$ cat config.mk
export PLATFORM = sky130hd
export DESIGN_NAME = adc_serial_seq
export DESIGN_NICKNAME = d
export VERILOG_FILES = /design/src/rtl/adc_seq_pkg.sv /design/src/rtl/adc_seq_edges.sv /design/src/rtl/adc_seq_count.sv /design/src/rtl/adc_seq_mode.sv /design/src/rtl/adc_serial_seq.sv
export SDC_FILE = /design/constraint.sdc
export NUM_CORES = 1
export LEC_CHECK = 0
export BUFFER_PORTS_ARGS = -buffer_cell sky130_fd_sc_hd__buf_2
export CORE_AREA = 2 2 56 58
export DETAILED_ROUTE_END_ITERATION = 16
export DIE_AREA = 0 0 58 60
export PLACE_DENSITY = 0.67
export SYNTH_ARGS = -nofsm -noshare
export SYNTH_HDL_FRONTEND = slang
export SYNTH_SLANG_ARGS = --single-unit
$ cat constraint.sdc
create_clock -name clk -period 3.8 [get_ports clk]
set_input_delay 0.19 -clock clk [delete_from_list [all_inputs] [get_ports clk]]
set_output_delay 0.19 -clock clk [all_outputs]
set_load 0.01 [all_outputs]
$ cat src/rtl/adc_seq_pkg.sv
package adc_seq_pkg;

    localparam int DATA_W     = 10;
    localparam int FRAME_LEN  = 16;
    localparam int FIRST_DATA = 4;
    localparam int HOLD_RISE  = 13;
    localparam int SHDN_FROM  = 2;
    localparam int KEEP_FROM  = 10;
    localparam int CNT_W      = $clog2(FRAME_LEN + 1);

    typedef enum logic [1:0] {
        PM_NORMAL   = 2'd0,
        PM_SHUTDOWN = 2'd1,
        PM_WAKING   = 2'd2
    } pmode_e;

    typedef struct packed {
        logic cs_fall;
        logic cs_rise;
        logic clk_fall;
        logic clk_rise;
    } ev_t;

    function automatic logic frame_bit(input logic [CNT_W-1:0] n,
                                       input logic [DATA_W-1:0] w);
        logic b;
        b = 1'b0;
        for (int i = 0; i < DATA_W; i++) begin
            if (int'(n) == FIRST_DATA + DATA_W - 1 - i) b = w[i];
        end
        return b;
    endfunction

endpackage

$ cat src/rtl/adc_seq_edges.sv
module adc_seq_edges
    import adc_seq_pkg::*;
(
    input  logic clk,
    input  logic rst,
    input  logic cs_n,
    input  logic sclk,
    output ev_t  ev
);
    logic cs_q;
    logic sclk_q;
    logic in_frame;

    always_ff @(posedge clk) begin
        if (rst) begin
            cs_q   <= 1'b1;
            sclk_q <= 1'b0;
        end else begin
            cs_q   <= cs_n;
            sclk_q <= sclk;
        end
    end

    assign in_frame    = ~cs_q & ~cs_n;
    assign ev.cs_fall  = cs_q & ~cs_n;
    assign ev.cs_rise  = ~cs_q & cs_n;
    assign ev.clk_fall = in_frame & sclk_q & ~sclk;
    assign ev.clk_rise = in_frame & ~sclk_q & sclk;

endmodule

$ cat src/rtl/adc_seq_count.sv
module adc_seq_count #(
    parameter int W     = 5,
    parameter int LIMIT = 16
) (
    input  logic         clk,
    input  logic         rst,
    input  logic         clr,
    input  logic         inc,
    output logic [W-1:0] cnt
);
    localparam logic [W-1:0] LIMIT_C = W'(LIMIT);

    always_ff @(posedge clk) begin
        if (rst || clr)                  cnt <= '0;
        else if (inc && cnt != LIMIT_C)  cnt <= cnt + 1'b1;
    end

    a_r5_saturate: assert property (@(posedge clk) disable iff (rst)
        cnt <= LIMIT_C);

endmodule

$ cat src/rtl/adc_seq_mode.sv
module adc_seq_mode
    import adc_seq_pkg::*;
#(
    parameter bit RESET_SHUTDOWN = 1'b0
) (
    input  logic             clk,
    input  logic             rst,
    input  ev_t              ev,
    input  logic [CNT_W-1:0] fall_cnt,
    output pmode_e           mode,
    output logic             invalid
);
    localparam logic [CNT_W-1:0] SHDN_C = CNT_W'(SHDN_FROM);
    localparam logic [CNT_W-1:0] KEEP_C = CNT_W'(KEEP_FROM);
    localparam logic [CNT_W-1:0] WAKE_C = CNT_W'(KEEP_FROM - 1);
    localparam pmode_e RESET_MODE = RESET_SHUTDOWN ? PM_SHUTDOWN : PM_NORMAL;

    logic need_q;
    logic go_down;

    assign go_down = ev.cs_rise &&
                     ((mode == PM_WAKING && fall_cnt < KEEP_C) ||
                      (mode == PM_NORMAL && fall_cnt >= SHDN_C && fall_cnt < KEEP_C));

    always_ff @(posedge clk) begin
        if (rst) begin
            mode    <= RESET_MODE;
            need_q  <= 1'b1;
            invalid <= 1'b0;
        end else if (ev.cs_fall) begin
            invalid <= need_q;
            need_q  <= 1'b0;
            if (mode == PM_SHUTDOWN) mode <= PM_WAKING;
        end else if (go_down) begin
            mode   <= PM_SHUTDOWN;
            need_q <= 1'b1;
        end else if (ev.clk_fall && mode == PM_WAKING && fall_cnt == WAKE_C) begin
            mode <= PM_NORMAL;
        end
    end

    a_r10_no_skip: assert property (@(posedge clk) disable iff (rst)
        mode == PM_SHUTDOWN |=> mode != PM_NORMAL);
    a_r10_wake: assert property (@(posedge clk) disable iff (rst)
        (mode == PM_SHUTDOWN && ev.cs_fall) |=> mode == PM_WAKING);
    a_r7_early_rise: assert property (@(posedge clk) disable iff (rst)
        (ev.cs_rise && mode == PM_NORMAL && fall_cnt < SHDN_C) |=> mode == PM_NORMAL);
    a_r11_dummy: assert property (@(posedge clk) disable iff (rst)
        (ev.cs_fall && mode != PM_NORMAL) |=> invalid);

endmodule

$ cat src/rtl/adc_serial_seq.sv
module adc_serial_seq
    import adc_seq_pkg::*;
#(
    parameter bit RESET_SHUTDOWN = 1'b0
) (
    input  logic              clk,
    input  logic              rst,
    input  logic              cs_n,
    input  logic              sclk,
    input  logic [DATA_W-1:0] core_data,
    output logic              sdata,
    output logic              sdata_oe,
    output logic              hold,
    output logic [1:0]        pmode,
    output logic              invalid
);
    localparam logic [CNT_W-1:0] LAST_FALL = CNT_W'(FRAME_LEN - 1);
    localparam logic [CNT_W-1:0] LAST_HOLD = CNT_W'(HOLD_RISE - 1);
    localparam logic [CNT_W-1:0] HOLD_C    = CNT_W'(HOLD_RISE);
    localparam logic [CNT_W-1:0] FRAME_C   = CNT_W'(FRAME_LEN);

    ev_t               ev;
    logic [CNT_W-1:0]  fall_cnt;
    logic [CNT_W-1:0]  rise_cnt;
    logic [DATA_W-1:0] word_q;
    pmode_e            mode;

    adc_seq_edges u_edges (
        .clk (clk), .rst (rst), .cs_n (cs_n), .sclk (sclk), .ev (ev)
    );

    adc_seq_count #(.W(CNT_W), .LIMIT(FRAME_LEN)) u_fall_cnt (
        .clk (clk), .rst (rst), .clr (ev.cs_fall), .inc (ev.clk_fall), .cnt (fall_cnt)
    );

    adc_seq_count #(.W(CNT_W), .LIMIT(FRAME_LEN)) u_rise_cnt (
        .clk (clk), .rst (rst), .clr (ev.cs_fall), .inc (ev.clk_rise), .cnt (rise_cnt)
    );

    adc_seq_mode #(.RESET_SHUTDOWN(RESET_SHUTDOWN)) u_mode (
        .clk (clk), .rst (rst), .ev (ev), .fall_cnt (fall_cnt),
        .mode (mode), .invalid (invalid)
    );

    always_ff @(posedge clk) begin
        if (rst) begin
            sdata_oe <= 1'b0;
            hold     <= 1'b0;
            word_q   <= '0;
        end else if (ev.cs_fall) begin
            sdata_oe <= 1'b1;
            hold     <= 1'b1;
            word_q   <= core_data;
        end else if (ev.cs_rise) begin
            sdata_oe <= 1'b0;
            hold     <= 1'b0;
        end else begin
            if (ev.clk_fall && fall_cnt == LAST_FALL) sdata_oe <= 1'b0;
            if (ev.clk_rise && rise_cnt == LAST_HOLD) hold     <= 1'b0;
        end
    end

    assign sdata = sdata_oe & frame_bit(fall_cnt, word_q);
    assign pmode = mode;

    a_r2_start: assert property (@(posedge clk) disable iff (rst)
        ev.cs_fall |=> (sdata_oe && hold));
    a_r6_abort: assert property (@(posedge clk) disable iff (rst)
        ev.cs_rise |=> (!sdata_oe && !hold));
    a_r5_window: assert property (@(posedge clk) disable iff (rst)
        sdata_oe |-> fall_cnt != FRAME_C);
    a_r4_track: assert property (@(posedge clk) disable iff (rst)
        rise_cnt >= HOLD_C |-> !hold);
    a_r3_idle_low: assert property (@(posedge clk) disable iff (rst)
        !sdata_oe |-> !sdata);

endmodule

==> results of run 1 <==
[cells in the mapped netlist (all sizes together) (4+ instances only)]
cell    instances
ha              7
dfxtp          28
nand3           5
nor4b           4
nand2b          4
a21oi          21
nand4           7
nor2           12
xor2            5
nand2          29
inv             5
buf             4
[critical path: stages, from the launching register on]
cell     delay (ps)
dfxtp_1         460
inv_1           120
ha_1            240
and2_1          170
mux4_2          440
nand4_1         100
a21oi_1          70
buf_2           140
[per-stage QoR]
stage / instance area, um^2 / hold slack [ps] / worst slack [ps] / instances / util
global route: 1520 / 87.0 / 1380 / 206 / 0.523
global placement: 1470 / 429 / 2010 / 202 / 0.505
finish: 1520 / 76.8 / 1540 / 206 / 0.523
detailed placement: 1470 / 436 / 1940 / 202 / 0.505
floorplan: 1370 / 297 / 2160 / 157 / -
CTS: 1520 / 68.4 / 1550 / 206 / 0.523
[metal layers]
layer  GRT usage  part of all wire  routed length [um]  up-vias
li1            -                 -                   -      570
met1       0.204              0.42                1130      527
met2       0.352              0.54                1450       23
met3      0.0216             0.025                  69        7
met4      0.0797             0.021                  57        0
met5           0                 0                   0        -
[flip-flops by register name, indices dropped and copies added, names as in the netlist]
signal,cells
hold,1
sdata_oe,1
u_edges.cs_q,1
u_edges.sclk_q,1
u_fall_cnt.cnt,5
u_mode.invalid,1
u_mode.mode,2
u_mode.need_q,1
u_rise_cnt.cnt,5
word_q,10
[cell type report]
class | count | share of cell area
clock buffers | 3 | 0.0148
flip-flops and latches | 28 | 0.369
well taps | 33 | 0.0272
multi-input cells | 117 | 0.494
inverters | 5 | 0.0124
repair buffers | 19 | 0.0627
clock inverters | 1 | 0.0198
[cells by family after synthesis]
logic type	count (synthesis)	share of synthesized area
xor gates and xnor gates	7	0.0449
AOI/OAI and AO/OA	27	0.110
muxes	1	0.0165
and+or+nand+nor	75	0.313
DFF	28	0.410
adders and majority gates	7	0.0641
buffers and inverters	12	0.0412
[worst paths after layout]
kind,startpoint,to
worst min register to register,word_q[1],word_q[1]
worst max-delay path,u_fall_cnt.cnt[1],sdata
worst min-delay path,core_data[9],word_q[9]
worst max register to register,u_edges.cs_q,u_fall_cnt.cnt[4]
[report_power, final]
part	internal (W)	total, W	switching (W)	leakage (nW)
Sequential	0.000304	0.000311	0.00000704	0.229
Combinational	0.0000175	0.0000413	0.0000238	0.313
Clock	0.000107	0.000192	0.0000852	0.0279
==> summary.txt, run 1 <==
Floorplanning
  • Die area: 0.00348 mm^2
  • Ports: 20
  • # rows: 20
  • DIE WIDTH: between 50 and 60 um
  • Core Area: 0.00290 mm^2
  • Die H: approximately 60 um
  • Initial Utilization: 0.471

Detailed routing
  • Average wire per standard cell: 13.1 um
  • Drt total wl: 2.71 mm
  • DRT antenna net count: 0
  • DRT Pass-1 Iters: 4
  • Vias per cell: around 5.5
  • Drt initial violations: 60
  • Detailed-route DRC error count: 0
  • Vias: 1127

Cells and area
  • # fillers: about 260
  • Register area: roughly 560 um^2
  • Area of the multi-input gates: between 700 and 800 um^2
  • Layout area overhead: 11.1%
  • Antenna diodes: 0
  • Most common cell after layout, fill and taps aside: nand2_1
  • Share of cells above drive strength 1: 0.185
  • Net count, final: 195
  • Most frequent cells in the layout: nand2_1, dfxtp_1, a21oi_1

Global route
  • GRT Overall Usage: 0.184
  • Initial antenna violation count: 0
  • Total gr overflow: 0
  • Maximum number of pins on one net before global-route repair: 20
  • First-pass GRT wire length: around 4.8 mm
  • Number of global-route vias before repair: 1119

CTS
  • Post-CTS Hold Buffers: 0
  • PostCTS Resize Cnt: 0
  • Worst-path clk slew: 150 ps
  • # clock sinks: 28
  • CTS tree: built
  • CTS Buf Count: 3
  • H-tree Lvls: 1
  • Worst-skew pair later-pin latency: 330 ps
  • Clock buffer depth: 2
  • Post-CTS Setup Inserts: 0
  • Root buffer cell: clkbuf_4

STA
  • Worst slew margin: 0.436
  • Fin crit share: 0.596
  • Max frequency: between 400 and 500 MHz
  • Setup violators final: 0
  • Worst-margin pin slew: 844 ps
  • Fin Setup TNS: 0 ps
  • Min Tclk post-route: 2260 ps
  • Clock Skews: slightly below 7 ps
  • Slew Limit Fails: 0
  • RSZ-0062 raised after global routing: no
  • Final Hold Fails: 0

Place
  • Placer Congestion: between 0.7 and 0.8
  • IO buf count: 19
  • DP HPWL: 2.10 mm

Power
  • Max VDD drop: 306 uV
  • Pleak: 0.570 nW
  • Total power: between 0.0005 and 0.0006 W
  • Power Dens Cells: around 360 mW/mm^2

Yosys
  • Yosys top cell by area: dfxtp_1
  • Post-synth ARST share: 0
  • Synthesized flop and latch total: 28
  • Avg Cell Area, Syn: slightly below 9 um^2
  • Top cell type's share of synthesized area: 0.410
  • Post-synth EDFFs: 0
  • Register area share after synthesis: 0.410
  • Synth top area cells: dfxtp_1, nand2_1, a21oi_1, ha_1, nor4b_4
  • Distinct cells, synth: 31
  • Mapped Area: about 0.0014 mm^2
  • Gate Count Post-Synth: ~160
  • Synth warn: 0
  • Most used DFF post-synth: dfxtp_1
  • Syn nets: ~180

Hold path
  • Hold path depth: 3
  • Hold Path Class: in -> reg

Run
  • Max-capacitance violation count: 0

Setup path
  • WS Path Type: reg -> out
  • Arr. time, crit path: 2070 ps
  • Worst EP required: 3610 ps
  • R2R setup slack: between 2000 and 2500 ps
  • Crit. End Element: output pin
  • R2R depth: 3
  • CP startpoint kind: flop
  • Critical Path Fanout Max: 6

Run status
  • Status: finished, final reports clean
Power figures use the tool's default switching activity.
==> run 2: changes to the inputs <==
PLACE_DENSITY = 0.69   (was 0.67)
clock period = 1.95 ns   (was 3.8 ns; I/O delays follow)
==> summary.txt, run 2 (synthesis results as in run 1) <==
Run status
  • Status: finished, final reports clean

Detailed routing
  • Vias per cell: 5.33 (-2.5%)
  • Drt initial violations: 23 (-62%)
  • DRT antenna net count: 0 (unchanged)
  • Vias: 1179 (+4.6%)
  • Detailed-route DRC error count: 0 (unchanged)
  • Drt total wl: 2.91 mm (+7.4%)
  • DRT Pass-1 Iters: 4 (unchanged)
  • Average wire per standard cell: 13.1 um (about the same)

CTS
  • CTS Buf Count: 3 (unchanged)
  • Worst-path clk slew: 150 ps (about the same)
  • Root buffer cell: clkbuf_4
  • Clock buffer depth: 2 (unchanged)
  • # clock sinks: 28 (unchanged)
  • Worst-skew pair later-pin latency: 340 ps (about the same)
  • CTS tree: built
  • H-tree Lvls: 1 (unchanged)

Setup path
  • R2R setup slack: 440 ps (-1730 ps)
  • Worst EP required: 1850 ps (-1760 ps)
  • CP startpoint kind: flop
  • WS Path Type: reg -> out
  • RR Startpoint: u_fall_cnt.cnt[1]
  • Critical path's slowest cell: or3b_2
  • Reg2Reg Capture Point: u_mode.mode[1]
  • Crit path max-delay family: simple AND/OR/NAND/NOR gates
  • R2R depth: 5 (+2)
  • Sequence of cells on the critical path: inv_1 > ha_2 > or3b_2 > nand4_1 > a21oi_1 > buf_2
  • CP max stage delay: 460 ps (about the same)
  • Crit. End Element: output pin
  • Arr. time, crit path: 1820 ps (-250 ps)
  • Critical Path Fanout Max: 5 (-1)
  • Number of buffers and inverters on the critical path: 2 (unchanged)

Cells and area
  • Share of cells above drive strength 1: 0.229 (+0.0438)
  • # fillers: 258 (-1.9%)
  • Most frequent cells in the layout: nand2_1, dfxtp_1, a21oi_1
  • Antenna diodes: 0 (unchanged)
  • Most common cell after layout, fill and taps aside: nand2_1
  • Net count, final: 210 (+7.7%)
  • Final core utilization: 0.574 (+0.0513)
  • Biggest register: word_q
  • Regs by FF count: word_q (10), u_fall_cnt.cnt (5), u_rise_cnt.cnt (5)
  • Post-route insts no fill: 221 (+7.3%)
  • Largest register FFs: 10 (unchanged)
  • Design area: 0.00167 mm^2 (+9.8%)
  • Layout area overhead: 22.0%

Place
  • Placed cell areas: 0.00148 mm^2 (+1.0%)
  • DP HPWL: 1.99 mm (-5.1%)
  • IO buf count: 19 (unchanged)
  • Placer Congestion: 0.798 (+1.3%)
  • Worst slack, placed: 199 ps (-1740 ps)
  • Post-Place Cells: 204 (+0.99%)

STA
  • Clock Skews: 13.2 ps (+6.26 ps)
  • Worst-margin pin slew: 414 ps (-429 ps)
  • Setup violators final: 0 (unchanged)
  • Fin crit share: 0.984
  • Max frequency: 521 MHz
  • Final Hold Fails: 0 (unchanged)
  • Min Tclk post-route: ~1900 ps
  • Worst setup margin: 30.5 ps (-1510 ps)
  • Fin Hold WS: 36.3 ps (-40.5 ps)
  • Worst slew margin: 0.723 (+0.286)
  • Slew Limit Fails: 0 (unchanged)

Global route
  • Total gr overflow: 0 (unchanged)
  • GRT Overall Usage: 0.179 (-0.00523)
  • Maximum number of pins on one net before global-route repair: 20 (unchanged)
  • First-pass GRT wire length: 4.86 mm (+0.43%)
  • Number of global-route vias before repair: 1129 (+0.89%)
  • Initial antenna violation count: 0 (unchanged)

Hold path
  • Hold Path Class: in -> reg
  • Hold Path Origin: sclk
  • Hold EP: u_edges.sclk_q
  • Hold path depth: 2 (-1)

Power
  • Max VDD drop: 535 uV (+75%)
  • Power Dens Cells: 593 mW/mm^2 (+65%)
  • Pleak: 0.635 nW (+11%)

Floorplanning
  • # rows: 20 (unchanged)
  • Ports: 20 (unchanged)
  • DIE WIDTH: 58 um (unchanged)
  • Die area: 0.00348 mm^2 (unchanged)
  • Core Area: 0.00290 mm^2 (unchanged)
  • Initial Utilization: 0.471 (unchanged)
  • Die H: 60 um (unchanged)

Run
  • Max-capacitance violation count: 0 (unchanged)
run 2: cell count changes in the layout (fill, tap and decap cells not counted), moves of 2 or more:
cell / change
dfxtp_4: +2
buf_4: +5
ha_1: -2
dlygate4sd3_1: +10
dfxtp_1: -2
run 2: through the flow:
step / total power [W] / setup TNS [ps]
after global routing: 0.00103 / -29.5
after detailed placement: 0.000705 / 0
final: 0.000988 / 0
after floorplan: 0.000670 / 0
after global placement: 0.000701 / 0
after CTS: 0.000998 / 0
run 2: worst reg2reg max path: stages, from the launching register on:
cell and delay, ps:
dfxtp_4 380, buf_4 150, or4_4 510, o211ai_2 210, nand3_1 100, a21oi_1 130
run 2: power by group:
part	switching, W	leakage, nW	total [W]	internal, W
clock	0.000168	0.0210	0.000282	0.000115
sequential	0.0000145	0.230	0.000605	0.000590
combinational	0.0000503	0.384	0.000101	0.0000509
run 2: how the worst max path moves through the flow:
stage | start | end | slack, ps | cells past startpoint
after global placement | u_fall_cnt.cnt[1] | sdata | 270 | 7
after detailed placement | u_fall_cnt.cnt[1] | sdata | 200 | 7
final | u_fall_cnt.cnt[0] | sdata | 30 | 6
after global routing | u_fall_cnt.cnt[0] | sdata | -30 | 6
after CTS | u_fall_cnt.cnt[1] | sdata | 0.7 | 7
after floorplan | u_fall_cnt.cnt[1] | sdata | 400 | 6
run 2: repair_timing:
action,4_1_cts,5_1_grt
setup buffers,1,2
pin swaps,0,4
gates resized for setup,4,6
hold endpoints to repair,10,0
hold buffers,10,0
endpoints found under the setup margin,1,1
run 2: layout make-up:
class                           count  area, um^2  area share
Inverter                            5        21.3      0.0128
Timing Repair Buffer               34         233       0.140
Multi-Input combinational cell    117         767       0.460
Sequential cell                    28         568       0.341
Tap cell                           33        41.3      0.0248
Clock buffer                        4        36.3      0.0218
run 2: layer usage:
metal	part of all wire	track usage
met1	0.44	0.216
met2	0.52	0.326
met3	0.022	0.0281
met4	0.014	0.0565
met5	0	0
==> run 3: changes to the inputs <==
CELL_PAD_IN_SITES_DETAIL_PLACEMENT = 1   (was not set)
CELL_PAD_IN_SITES_GLOBAL_PLACEMENT = 2   (was not set)
CORE_AREA = 2 2 71 73   (was 2 2 56 58)
DIE_AREA = 0 0 73 75   (was 0 0 58 60)
PLACE_DENSITY = 0.7   (was 0.69)
==> summary.txt, run 3 (synthesis results as in run 1) <==
Floorplanning
  • Core Area: 0.00466 mm^2 (+61%)
  • Initial Utilization: 0.293 (-0.178)
  • Die area: 0.00548 mm^2 (+57%)
  • Ports: 20 (unchanged)
  • # rows: 25 (+25%)
  • Die H: 75 um (+25%)
  • DIE WIDTH: 73 um (+26%)

Setup path
  • Worst EP required: 1850 ps (about the same)
  • Critical Path Fanout Max: 5 (unchanged)
  • Critical path's slowest cell: mux4_2
  • Crit path max-delay family: multiplexers
  • Arr. time, crit path: 1760 ps (-60 ps)
  • CP startpoint kind: flop
  • WS Path Type: reg -> out
  • Sequence of cells on the critical path: inv_2 > ha_4 > and2_1 > mux4_2 > nand4_1 > a21oi_2 > buf_2
  • Crit. End Element: output pin
  • Number of buffers and inverters on the critical path: 2 (unchanged)
  • CP max stage delay: 450 ps (about the same)

STA
  • Min Tclk post-route: 1850 ps (-64.8 ps)
  • Clock Skews: 3.29 ps (-9.91 ps)
  • Slew Limit Fails: 0 (unchanged)
  • Fin Hold WS: 43.6 ps (+7.24 ps)
  • Max frequency: 539 MHz (+3.5%)
  • Fin crit share: 0.951 (-0.0332)
  • Final Hold Fails: 0 (unchanged)
  • Worst-margin pin slew: 473 ps (+58.8 ps)
  • Setup violators final: 0 (unchanged)
  • Worst slew margin: 0.683 (-0.0394)
  • Fin Setup TNS: 0 ps (unchanged)

CTS
  • Root buffer cell: clkbuf_8
  • Clock buffer depth: 2 (unchanged)
  • Worst-path clk slew: 100 ps (-50 ps)
  • Worst-skew pair later-pin latency: 280 ps (-60 ps)
  • CTS tree: built
  • Post-CTS Hold Buffers: 0 (-10)
  • # clock sinks: 28 (unchanged)
  • H-tree Lvls: 1 (unchanged)
  • CTS Buf Count: 3 (unchanged)

Cells and area
  • Most frequent cells in the layout: nand2_1, dfxtp_1, a21oi_1
  • Final core utilization: 0.346 (-0.228)
  • Regs by FF count: word_q (10), u_fall_cnt.cnt (5), u_rise_cnt.cnt (5)
  • Antenna diodes: 0 (unchanged)
  • Layout area overhead: 17.9%
  • Most common cell after layout, fill and taps aside: nand2_1
  • Net count, final: 198 (-5.7%)
  • Biggest register: word_q
  • Share of cells above drive strength 1: 0.233 (+0.00423)
  • Largest register FFs: 10 (unchanged)

Global route
  • Initial antenna violation count: 0 (unchanged)
  • Met3 usage in global routing: 0.0201 (-0.00806)
  • First-pass GRT wire length: 5.58 mm (+15%)
  • Total gr overflow: 0 (unchanged)
  • Gr busiest metal: met2
  • GRT Overall Usage: 0.133 (-0.0464)
  • Met2 Usage GRT: 0.218 (-0.108)
  • Grt met1 use: 0.180 (-0.0362)
  • Number of global-route vias before repair: 1184 (+4.9%)
  • Maximum number of pins on one net before global-route repair: 20 (unchanged)

Detailed routing
  • Drt initial violations: 25 (+8.7%)
  • Drt total wl: 3.28 mm (+13%)
  • Average wire per standard cell: 14.3 um (+8.5%)
  • Vias per cell: 4.95 (-7.2%)
  • DRT antenna net count: 0 (unchanged)
  • Detailed-route DRC error count: 0 (unchanged)
  • DRT Pass-1 Iters: 2 (-2)
  • Vias: 1139 (-3.4%)

Place
  • Placer Congestion: 0.814 (+2.1%)
  • IO buf count: 19 (unchanged)
  • DP HPWL: 2.49 mm (+25%)

Run status
  • Status: finished, final reports clean

Run
  • Max-capacitance violation count: 0 (unchanged)

Hold path
  • Hold Path Class: in -> reg

Power
  • Max VDD drop: 333 uV (-38%)
  • Pleak: 0.595 nW (-6.3%)
  • Power Dens Cells: 717 mW/mm^2 (+21%)
run 3: cell count changes in the layout (fill, tap and decap cells not counted), sizes merged:
| cell | delta |
|---|---|
| buf | -2 |
| bufinv | +1 |
| clkbuf | -1 |
| dlygate4sd3 | -10 |
run 3: worst min-delay path, delay by kind of cell:
kind	cells	cell delay, ps
buffers and inverters	1	100
AOI/OAI and AO/OA	1	50
and+or+nand+nor	1	40
run 3: power by group:
part,internal [W],switching (W)
combinational,0.0000375,0.0000501
clock,0.000275,0.000189
sequential,0.000590,0.0000142
run 3: what timing repair did:
item	4_1_cts	5_1_grt
resized for setup	4	5
buffers inserted	1	0
pin swaps	0	3
setup endpoints to repair	1	1
run 3: metrics by stage:
step	power [W]	area, um^2	worst slack (ps)	instances
2_1_floorplan	0.000670	1370	402	157
3_3_place_gp	0.000705	1510	235	225
3_5_place_dp	0.000710	1510	155	225
4_1_cts	0.00117	1590	5.86	230
5_1_grt	0.00121	1610	-1.07	230
6_report	0.00116	1610	95.3	230
run 3: cell type report:
| type | instances | area (um^2) |
|---|---|---|
| Clock buffer | 3 | 41.3 |
| Clock inverter | 1 | 30.0 |
| Fill cell | 548 | 3050 |
| Inverter | 5 | 18.8 |
| Multi-Input combinational cell | 117 | 768 |
| Sequential cell | 28 | 568 |
| Tap cell | 54 | 67.6 |
| Timing Repair Buffer | 22 | 118 |
run 3: final timing paths:
path | from | end | slack [ps] | depth (start not counted)
worst max-delay path | u_fall_cnt.cnt[1] | sdata | 100 | 7
worst min-delay path | core_data[4] | word_q[4] | 40 | 3
worst max register to register | u_fall_cnt.cnt[1] | u_mode.mode[1] | 410 | 5
worst min register to register | word_q[0] | word_q[0] | 460 | 2
run 3: metal layers:
metal	wire length [um]	up-vias
met5	0	-
met4	46	0
met3	81	5
met2	1540	15
met1	1610	545
li1	-	574
